==> config.mk <==
export PLATFORM = sky130hd
export DESIGN_NAME = adaptive_delta_encoder
export DESIGN_NICKNAME = d
export VERILOG_FILES = /design/src/rtl/ade_pkg.sv /design/src/rtl/ade_sample_buffer.sv /design/src/rtl/ade_field_gen.sv /design/src/rtl/ade_bit_packer.sv /design/src/rtl/adaptive_delta_encoder.sv
export SDC_FILE = /design/constraint.sdc
export NUM_CORES = 1
export LEC_CHECK = 0
export BUFFER_PORTS_ARGS = -buffer_cell sky130_fd_sc_hd__buf_2
export CORE_AREA = 3 3 146 148
export CTS_CLUSTER_DIAMETER = 80
export DETAILED_ROUTE_END_ITERATION = 12
export DIE_AREA = 0 0 149 151
export GPL_TIMING_DRIVEN = 0
export HOLD_SLACK_MARGIN = 0.05
export PLACE_DENSITY = 0.76
export SLEW_MARGIN = 0
export SYNTH_ARGS = -nofsm -noshare
export SYNTH_HDL_FRONTEND = slang
export SYNTH_HIERARCHICAL = 1
export SYNTH_SLANG_ARGS = --single-unit
==> constraint.sdc <==
create_clock -name clk -period 10.9 [get_ports clk]
set_input_delay 1.09 -clock clk [delete_from_list [all_inputs] [get_ports clk]]
set_output_delay 1.09 -clock clk [all_outputs]
set_load 0.05 [all_outputs]
==> src/rtl/ade_pkg.sv <==
package ade_pkg;

  typedef enum logic [1:0] {
    MODE_GLOBAL = 2'd0,
    MODE_LOCAL  = 2'd1,
    MODE_LOSSY  = 2'd2
  } ade_mode_e;

  typedef enum logic [1:0] {
    ST_COLLECT = 2'd0,
    ST_HDR     = 2'd1,
    ST_DELTA   = 2'd2,
    ST_DRAIN   = 2'd3
  } ade_state_e;

  // Number of bits needed to hold v (0 for v == 0).
  function automatic int unsigned bit_len(input logic [31:0] v);
    int unsigned r;
    r = 0;
    for (int i = 0; i < 32; i++) begin
      if (v[i]) r = i + 1;
    end
    return r;
  endfunction

endpackage

==> src/rtl/ade_sample_buffer.sv <==
module ade_sample_buffer
  import ade_pkg::*;
#(
  parameter int SAMPLE_W  = 8,
  parameter int BLOCK_LEN = 8,
  parameter int PW        = 4
) (
  input  logic                         clk,
  input  logic                         rst_n,
  input  logic                         in_valid,
  input  logic [SAMPLE_W-1:0]          in_data,
  input  logic [1:0]                   in_mode,
  input  logic                         release_i,
  input  logic [$clog2(BLOCK_LEN)-1:0] rd_idx,
  output logic                         in_ready,
  output logic                         full,
  output logic [1:0]                   mode_q,
  output logic [PW-1:0]                width,
  output logic [SAMPLE_W-1:0]          first_s,
  output logic [SAMPLE_W-1:0]          rd_cur,
  output logic [SAMPLE_W-1:0]          rd_prev
);
  localparam int IDXW = $clog2(BLOCK_LEN);
  localparam int SUMW = SAMPLE_W + IDXW;

  logic [SAMPLE_W-1:0] mem [BLOCK_LEN];
  logic [IDXW-1:0]     wr_idx;
  logic                collecting;
  logic [SAMPLE_W-1:0] last_q, max_q, in_mag;
  logic [SUMW-1:0]     sum_q, mean;
  logic [IDXW-1:0]     prev_idx;
  logic                take;

  assign take     = in_valid && collecting;
  assign in_ready = collecting;
  assign full     = !collecting;
  assign in_mag   = (in_data >= last_q) ? (in_data - last_q) : (last_q - in_data);

  always_ff @(posedge clk) begin
    if (take) mem[wr_idx] <= in_data;
  end

  always_ff @(posedge clk) begin
    if (!rst_n) begin
      collecting <= 1'b1;
      wr_idx     <= '0;
      last_q     <= '0;
      max_q      <= '0;
      sum_q      <= '0;
      mode_q     <= 2'd0;
    end else begin
      if (release_i) collecting <= 1'b1;
      if (take) begin
        last_q <= in_data;
        if (wr_idx == '0) begin
          // mode is latched with the first sample only; code 3 folds to 0
          mode_q <= (in_mode == 2'd3) ? 2'd0 : in_mode;
          max_q  <= '0;
          sum_q  <= '0;
        end else begin
          if (in_mag > max_q) max_q <= in_mag;
          sum_q <= sum_q + SUMW'(in_mag);
        end
        if (wr_idx == IDXW'(BLOCK_LEN - 1)) begin
          wr_idx     <= '0;
          collecting <= 1'b0;
        end else begin
          wr_idx <= wr_idx + 1'b1;
        end
      end
    end
  end

  always_comb begin
    mean = sum_q / SUMW'(BLOCK_LEN - 1);
    if (mode_q == MODE_LOSSY) width = PW'(bit_len(32'(mean)));
    else                      width = PW'(bit_len(32'(max_q)));
  end

  assign prev_idx = (rd_idx == '0) ? '0 : rd_idx - 1'b1;
  assign first_s  = mem[0];
  assign rd_cur   = mem[rd_idx];
  assign rd_prev  = mem[prev_idx];

  // a buffered block keeps its statistics until it is released
  p_frozen_stats_r8: assert property (@(posedge clk) disable iff (!rst_n)
    (!collecting && !release_i) |=> ($stable(max_q) && $stable(sum_q) && $stable(mode_q)));

  // the latched mode never carries the folded code
  p_mode_folded_r10: assert property (@(posedge clk) disable iff (!rst_n)
    (take && wr_idx == '0) |=> (mode_q != 2'd3));

endmodule

==> src/rtl/ade_field_gen.sv <==
module ade_field_gen
  import ade_pkg::*;
#(
  parameter int SAMPLE_W = 8,
  parameter int PW       = 4,
  parameter int FMAX     = 14,
  parameter int LENW     = 4
) (
  input  logic                is_hdr,
  input  logic [1:0]          mode,
  input  logic [PW-1:0]       width,
  input  logic [SAMPLE_W-1:0] first_s,
  input  logic [SAMPLE_W-1:0] cur,
  input  logic [SAMPLE_W-1:0] prev,
  output logic [LENW-1:0]     f_len,
  output logic [FMAX-1:0]     f_bits
);
  logic                neg;
  logic [SAMPLE_W-1:0] mag, maxv, satmag;
  logic [PW-1:0]       lw;
  logic [PW:0]         lw_sh;

  always_comb begin
    neg    = cur < prev;
    mag    = neg ? (prev - cur) : (cur - prev);
    maxv   = SAMPLE_W'((FMAX'(1) << width) - FMAX'(1));
    satmag = (mode == MODE_LOSSY && mag > maxv) ? maxv : mag;
    lw     = PW'(bit_len(32'(mag)));
    lw_sh  = (PW+1)'(lw) + (PW+1)'(1);
    if (is_hdr) begin
      f_bits = FMAX'({first_s, mode, width});
      f_len  = LENW'(SAMPLE_W + 2 + PW);
    end else if (mode == MODE_LOCAL) begin
      f_bits = (FMAX'(lw) << lw_sh) | (FMAX'(neg) << lw) | FMAX'(mag);
      f_len  = LENW'(PW + 1) + LENW'(lw);
    end else begin
      f_bits = (FMAX'(neg) << width) | FMAX'(satmag);
      f_len  = LENW'(1) + LENW'(width);
    end
  end

endmodule

==> src/rtl/ade_bit_packer.sv <==
module ade_bit_packer #(
  parameter int OUT_W = 16,
  parameter int FMAX  = 14,
  parameter int LENW  = 4
) (
  input  logic             clk,
  input  logic             rst_n,
  input  logic             f_valid,
  input  logic [LENW-1:0]  f_len,
  input  logic [FMAX-1:0]  f_bits,
  input  logic             f_end,
  output logic             f_ready,
  output logic             out_valid,
  input  logic             out_ready,
  output logic [OUT_W-1:0] out_data,
  output logic             out_last,
  output logic             done
);
  localparam int ACC_W = OUT_W + FMAX;
  localparam int CNTW  = $clog2(ACC_W + 1);

  logic [ACC_W-1:0] acc, placed;
  logic [CNTW-1:0]  cnt, shift;
  logic             end_q, push, pop;

  assign f_ready   = (cnt < CNTW'(OUT_W)) && !end_q;
  assign out_valid = (cnt >= CNTW'(OUT_W)) || (end_q && cnt != '0);
  assign out_last  = end_q && (cnt <= CNTW'(OUT_W));
  assign out_data  = acc[ACC_W-1 -: OUT_W];
  assign push      = f_valid && f_ready;
  assign pop       = out_valid && out_ready;
  assign done      = pop && out_last;
  assign shift     = CNTW'(ACC_W) - CNTW'(f_len) - cnt;
  assign placed    = ACC_W'(f_bits) << shift;

  always_ff @(posedge clk) begin
    if (!rst_n) begin
      acc   <= '0;
      cnt   <= '0;
      end_q <= 1'b0;
    end else if (push) begin
      acc <= acc | placed;
      cnt <= cnt + CNTW'(f_len);
      if (f_end) end_q <= 1'b1;
    end else if (pop) begin
      acc <= acc << OUT_W;
      cnt <= (cnt > CNTW'(OUT_W)) ? cnt - CNTW'(OUT_W) : '0;
      if (out_last) end_q <= 1'b0;
    end
  end

  // stalled output holds
  p_hold_stalled_r9: assert property (@(posedge clk) disable iff (!rst_n)
    (out_valid && !out_ready) |=> (out_valid && $stable(out_data) && $stable(out_last)));

  // accumulator never overfills
  p_no_overflow_r7: assert property (@(posedge clk) disable iff (!rst_n)
    cnt <= CNTW'(ACC_W));

  // nothing remains after the last word leaves
  p_last_empties_r7: assert property (@(posedge clk) disable iff (!rst_n)
    done |=> !out_valid);

  // every accepted field fits the widest field slot
  p_field_fits_r3: assert property (@(posedge clk) disable iff (!rst_n)
    push |-> (f_len <= LENW'(FMAX) && f_len != '0));

endmodule

==> src/rtl/adaptive_delta_encoder.sv <==
module adaptive_delta_encoder
  import ade_pkg::*;
#(
  parameter int SAMPLE_W  = 8,
  parameter int BLOCK_LEN = 8,
  parameter int OUT_W     = 16
) (
  input  logic                clk,
  input  logic                rst_n,
  input  logic                in_valid,
  output logic                in_ready,
  input  logic [SAMPLE_W-1:0] in_data,
  input  logic [1:0]          in_mode,
  output logic                out_valid,
  input  logic                out_ready,
  output logic [OUT_W-1:0]    out_data,
  output logic                out_last
);
  localparam int PW   = $clog2(SAMPLE_W + 1);
  localparam int FMAX = SAMPLE_W + PW + 2;
  localparam int LENW = $clog2(FMAX + 1);
  localparam int IDXW = $clog2(BLOCK_LEN);

  ade_state_e          state;
  logic [IDXW-1:0]     j;
  logic                buf_full, pk_done, f_valid, f_ready, f_end, is_hdr;
  logic [1:0]          mode_q;
  logic [PW-1:0]       width;
  logic [SAMPLE_W-1:0] first_s, rd_cur, rd_prev;
  logic [LENW-1:0]     f_len;
  logic [FMAX-1:0]     f_bits;

  ade_sample_buffer #(.SAMPLE_W(SAMPLE_W), .BLOCK_LEN(BLOCK_LEN), .PW(PW)) buf_i (
    .clk(clk), .rst_n(rst_n), .in_valid(in_valid), .in_data(in_data), .in_mode(in_mode),
    .release_i(pk_done), .rd_idx(j), .in_ready(in_ready), .full(buf_full),
    .mode_q(mode_q), .width(width), .first_s(first_s), .rd_cur(rd_cur), .rd_prev(rd_prev)
  );

  ade_field_gen #(.SAMPLE_W(SAMPLE_W), .PW(PW), .FMAX(FMAX), .LENW(LENW)) gen_i (
    .is_hdr(is_hdr), .mode(mode_q), .width(width), .first_s(first_s),
    .cur(rd_cur), .prev(rd_prev), .f_len(f_len), .f_bits(f_bits)
  );

  ade_bit_packer #(.OUT_W(OUT_W), .FMAX(FMAX), .LENW(LENW)) pack_i (
    .clk(clk), .rst_n(rst_n), .f_valid(f_valid), .f_len(f_len), .f_bits(f_bits),
    .f_end(f_end), .f_ready(f_ready), .out_valid(out_valid), .out_ready(out_ready),
    .out_data(out_data), .out_last(out_last), .done(pk_done)
  );

  assign is_hdr  = (state == ST_HDR);
  assign f_valid = (state == ST_HDR) || (state == ST_DELTA);
  assign f_end   = (state == ST_DELTA) && (j == IDXW'(BLOCK_LEN - 1));

  always_ff @(posedge clk) begin
    if (!rst_n) begin
      state <= ST_COLLECT;
      j     <= '0;
    end else begin
      unique case (state)
        ST_COLLECT: if (buf_full) begin
          state <= ST_HDR;
          j     <= '0;
        end
        ST_HDR: if (f_ready) begin
          state <= ST_DELTA;
          j     <= IDXW'(1);
        end
        ST_DELTA: if (f_ready) begin
          if (f_end) state <= ST_DRAIN;
          else       j <= j + 1'b1;
        end
        ST_DRAIN: if (pk_done) state <= ST_COLLECT;
        default: state <= ST_COLLECT;
      endcase
    end
  end

  // input and output phases never overlap
  p_phase_exclusive_r8: assert property (@(posedge clk) disable iff (!rst_n)
    !(in_ready && out_valid));

  // no sample is taken while a block is being emitted
  p_no_take_emitting_r8: assert property (@(posedge clk) disable iff (!rst_n)
    (state != ST_COLLECT) |-> !in_ready || pk_done || $past(pk_done));

endmodule

==> impl_metrics.yaml <==
floorplanning:
  initial_utilization_pct: 59.39
  num_rows: 52
  die-width_microns: 149
  dieArea_sq_um: 22500
  pin_count: 33
  core_area_sq_um: 20170
  die_height_microns: 151
worst_hold_path:
  worstHoldStart: "pack_i/acc[8]"
  worstHoldPathType: "flip-flop to flip-flop"
timing:
  setup-violations-final: 0
  period_needed_ps: 9706
  slew_headroom_pct: 9.863
  period_share_pct: 89.05
  tightest_slew_ps: 1342
  clock_skew_ps: 15.76
  hold_violations: 0
  slew_viol_final: 0
  clock.fmax_mhz: 103.0
  finalSetupTns_ps: 0
  rsz0062_at_grt: "no"
pwr:
  switching_power_mw: 1.627
  clkPwrFrac_pct: 17.4
  leakagePower_nw: 5.240
  seqPwrFrac_pct: 18.3
  p_int_mw: 1.666
  swShare_pct: 49.41
  powerDensity_nw_per_um2: 252.0
  pwr-share-comb_pct: 64.2
  vdd_drop_max_v: 0.0002290
  power_mw: 3.294
clocking:
  clk_pin_slew_ps: 60
  cts-hold-fix-buffers: 0
  cts_resized: 0
  cts_tree: "built"
  cts_buffers: 17
  clkLatencyLatePin_ps: 440
  cts-root-buf: "clkbuf_16"
  clock_path_buffers: 2
  htree_levels: 4
  post-cts-setup-buffer-count: 0
  clock_sinks: 138
logic_synthesis:
  yosysTopAreaCell: "edfxtp_1"
  syn_area_sq_um: 11980
  synthArstFlopShare_pct: 0
  synth.distinct_cells: 104
  synth_common_cells: "nand2_1, inv_1, ha_1"
  synth_top_area_share_pct: 16.05
  syn_inst: 1329
  synth.most_common_cell: "nand2_1"
  syn_nets: 1432
  synth_edf_count: 64
  ys_seq_elements: 138
  syn_area_per_cell_sq_um: 9.013
  ys.flop_type: "dfxtp_1"
  netlist_top_cells_area: "edfxtp_1, dfxtp_1, ha_1"
  yosysWarningCount: 6
  synth_seq_area_share_pct: 28.41
global_routing:
  grt_antenna_before_repair: 0
  grt_usage_pct: 28.89
  grt_max_degree: 17
  overflow: 0
  grt_pass1_wl_microns: 52060
  grt_pass1_vias: 10130
setup_path:
  slowest_stage: "fa_1"
  r2r-start: "j[0]"
  crit_start: "j[0]"
  crit_path_end_kind: "flip-flop"
  cp-start-kind: "flip-flop"
  crit_arrival_ps: 9990
  critical_path_class: "flip-flop to flip-flop"
  critPathMaxFanout: 10
  crit_required_ps: 11180
  cpPeakStageDelay_ps: 650
status:
  outcome: "completed"
cells_and_area:
  syn2layout_area_growth_pct: 9.140
  multi_input_area_sq_um: 7745
  seq_area_sq_um: 3403
  num_antenna_cells: 0
  n_fill_cell: 1654
  fin_nets: 1484
  drive_gt1_share_pct: 15.35
detailed_routing:
  wire_per_inst_microns: 19.51
  route.detailed.drc: 0
  vias: 10810
  via_per_inst: 6.493
  drt_first_pass_iters: 8
  wirelength_microns: 32460
  ant_nets: 0
  first_iter_violations: 966
placed_design:
  gp_congestion: 0.9574
  port_buffers: 32
  dp_hpwl_microns: 24130
flow_run:
  cap_viol_max_count: 0
[path summary, 6_finish.rpt]
kind	end	slack (ps)	cells after the start
hold / removal	pack_i/acc[8]	460	2
hold reg to reg	pack_i/acc[8]	460	2
setup reg to reg	pack_i/acc[13]	1190	29
setup / recovery	pack_i/acc[13]	1190	29
[worst max-delay path, delay by kind of cell (launching register included)]
kind	cells	cell delay, ps
buffers and inverters	8	2590
AOI/OAI and AO/OA	9	2190
adders and majority gates	4	1440
muxes	3	1320
and+or+nand+nor	4	1280
DFF	1	390
xor gates and xnor gates	1	320
[routing by layer]
layer,routed length (microns),global-route usage [%],vias to the layer above
met4,815,9.611,0
met5,0,0,-
met3,2736,5.925,80
met1,13650,38.97,5124
li1,-,-,5075
met2,15260,46.87,526
[placed cells by master (no fill, tap or decap), drive strengths merged, types with 8 or more instances in the layout]
master	count
a211o	8
o21ai	54
mux4	43
dfxtp	74
nand3b	8
buf	84
xnor2	18
nand2b	8
o31ai	11
edfxtp	64
o211ai	17
a311oi	8
nor2b	29
or2	10
clkbuf	54
nand4	18
a211oi	26
a21boi	19
or3	8
mux2i	24
nor3	36
xor2	11
mux2	17
nand3	26
a31oi	18
and2	18
ha	82
nand2	138
inv	108
nor2	82
a22oi	22
a21oi	85
o21a	9
a21o	25
and3	10
[cells by family (layout without fill, tap and decap cells)]
| family | count (synthesis) | after routing | synth area share [%] |
|---|---|---|---|
| buffers and inverters | 186 | 251 | 7.020 |
| AO/OA/AOI/OAI | 388 | 388 | 23.51 |
| AND/OR/NAND/NOR | 414 | 414 | 17.05 |
| flip-flops | 138 | 138 | 28.41 |
| multiplexers | 84 | 84 | 11.88 |
| adder cells (fa/ha/maj) | 90 | 90 | 9.819 |
| XOR/XNOR | 29 | 29 | 2.309 |
[power groups by stage]
stage	clock (mW)	sequential [mW]	combinational (mW)
6_report	0.575	0.603	2.12
3_3_place_gp	0	0.612	2.02
3_5_place_dp	0	0.614	2.03
2_1_floorplan	0	0.604	1.57
5_1_grt	0.602	0.607	2.28
4_1_cts	0.584	0.603	2.05
[through the flow]
step / instance area (sq um) / std cells / hold WS, ps / util (%) / worst slack, ps
floorplan: 11980 / 1329 / 421.2 / - / 2950
global placement: 12480 / 1631 / 434.8 / 61.85 / 1542
detailed placement: 12490 / 1632 / 446.3 / 61.92 / 1322
CTS: 13070 / 1664 / 460.0 / 64.79 / 1339
global route: 13070 / 1664 / 488.1 / 64.81 / 492.1
finish: 13070 / 1664 / 459.7 / 64.81 / 1194
[layout make-up]
cell class / instances / share of cell area [%]
sequential: 138 / 26.03
multi-input combinational: 1005 / 59.25
clock buffer: 17 / 3.254
inverter: 98 / 2.852
tap: 270 / 2.584
timing repair buffer: 33 / 1.283
clock inverter: 15 / 1.168
buffer: 88 / 3.580
[sequential cells by signal, indices dropped and copies added, names as in the netlist]
register        flops
buf_i/mem          64
state               2
buf_i/mode_q        2
buf_i/max_q         8
pack_i/cnt          5
pack_i/acc         30
buf_i/last_q        8
j                   3
buf_i/in_ready      1
buf_i/sum_q        11
pack_i/end_q        1
buf_i/wr_idx        3
(Power assumes the default switching activity.)
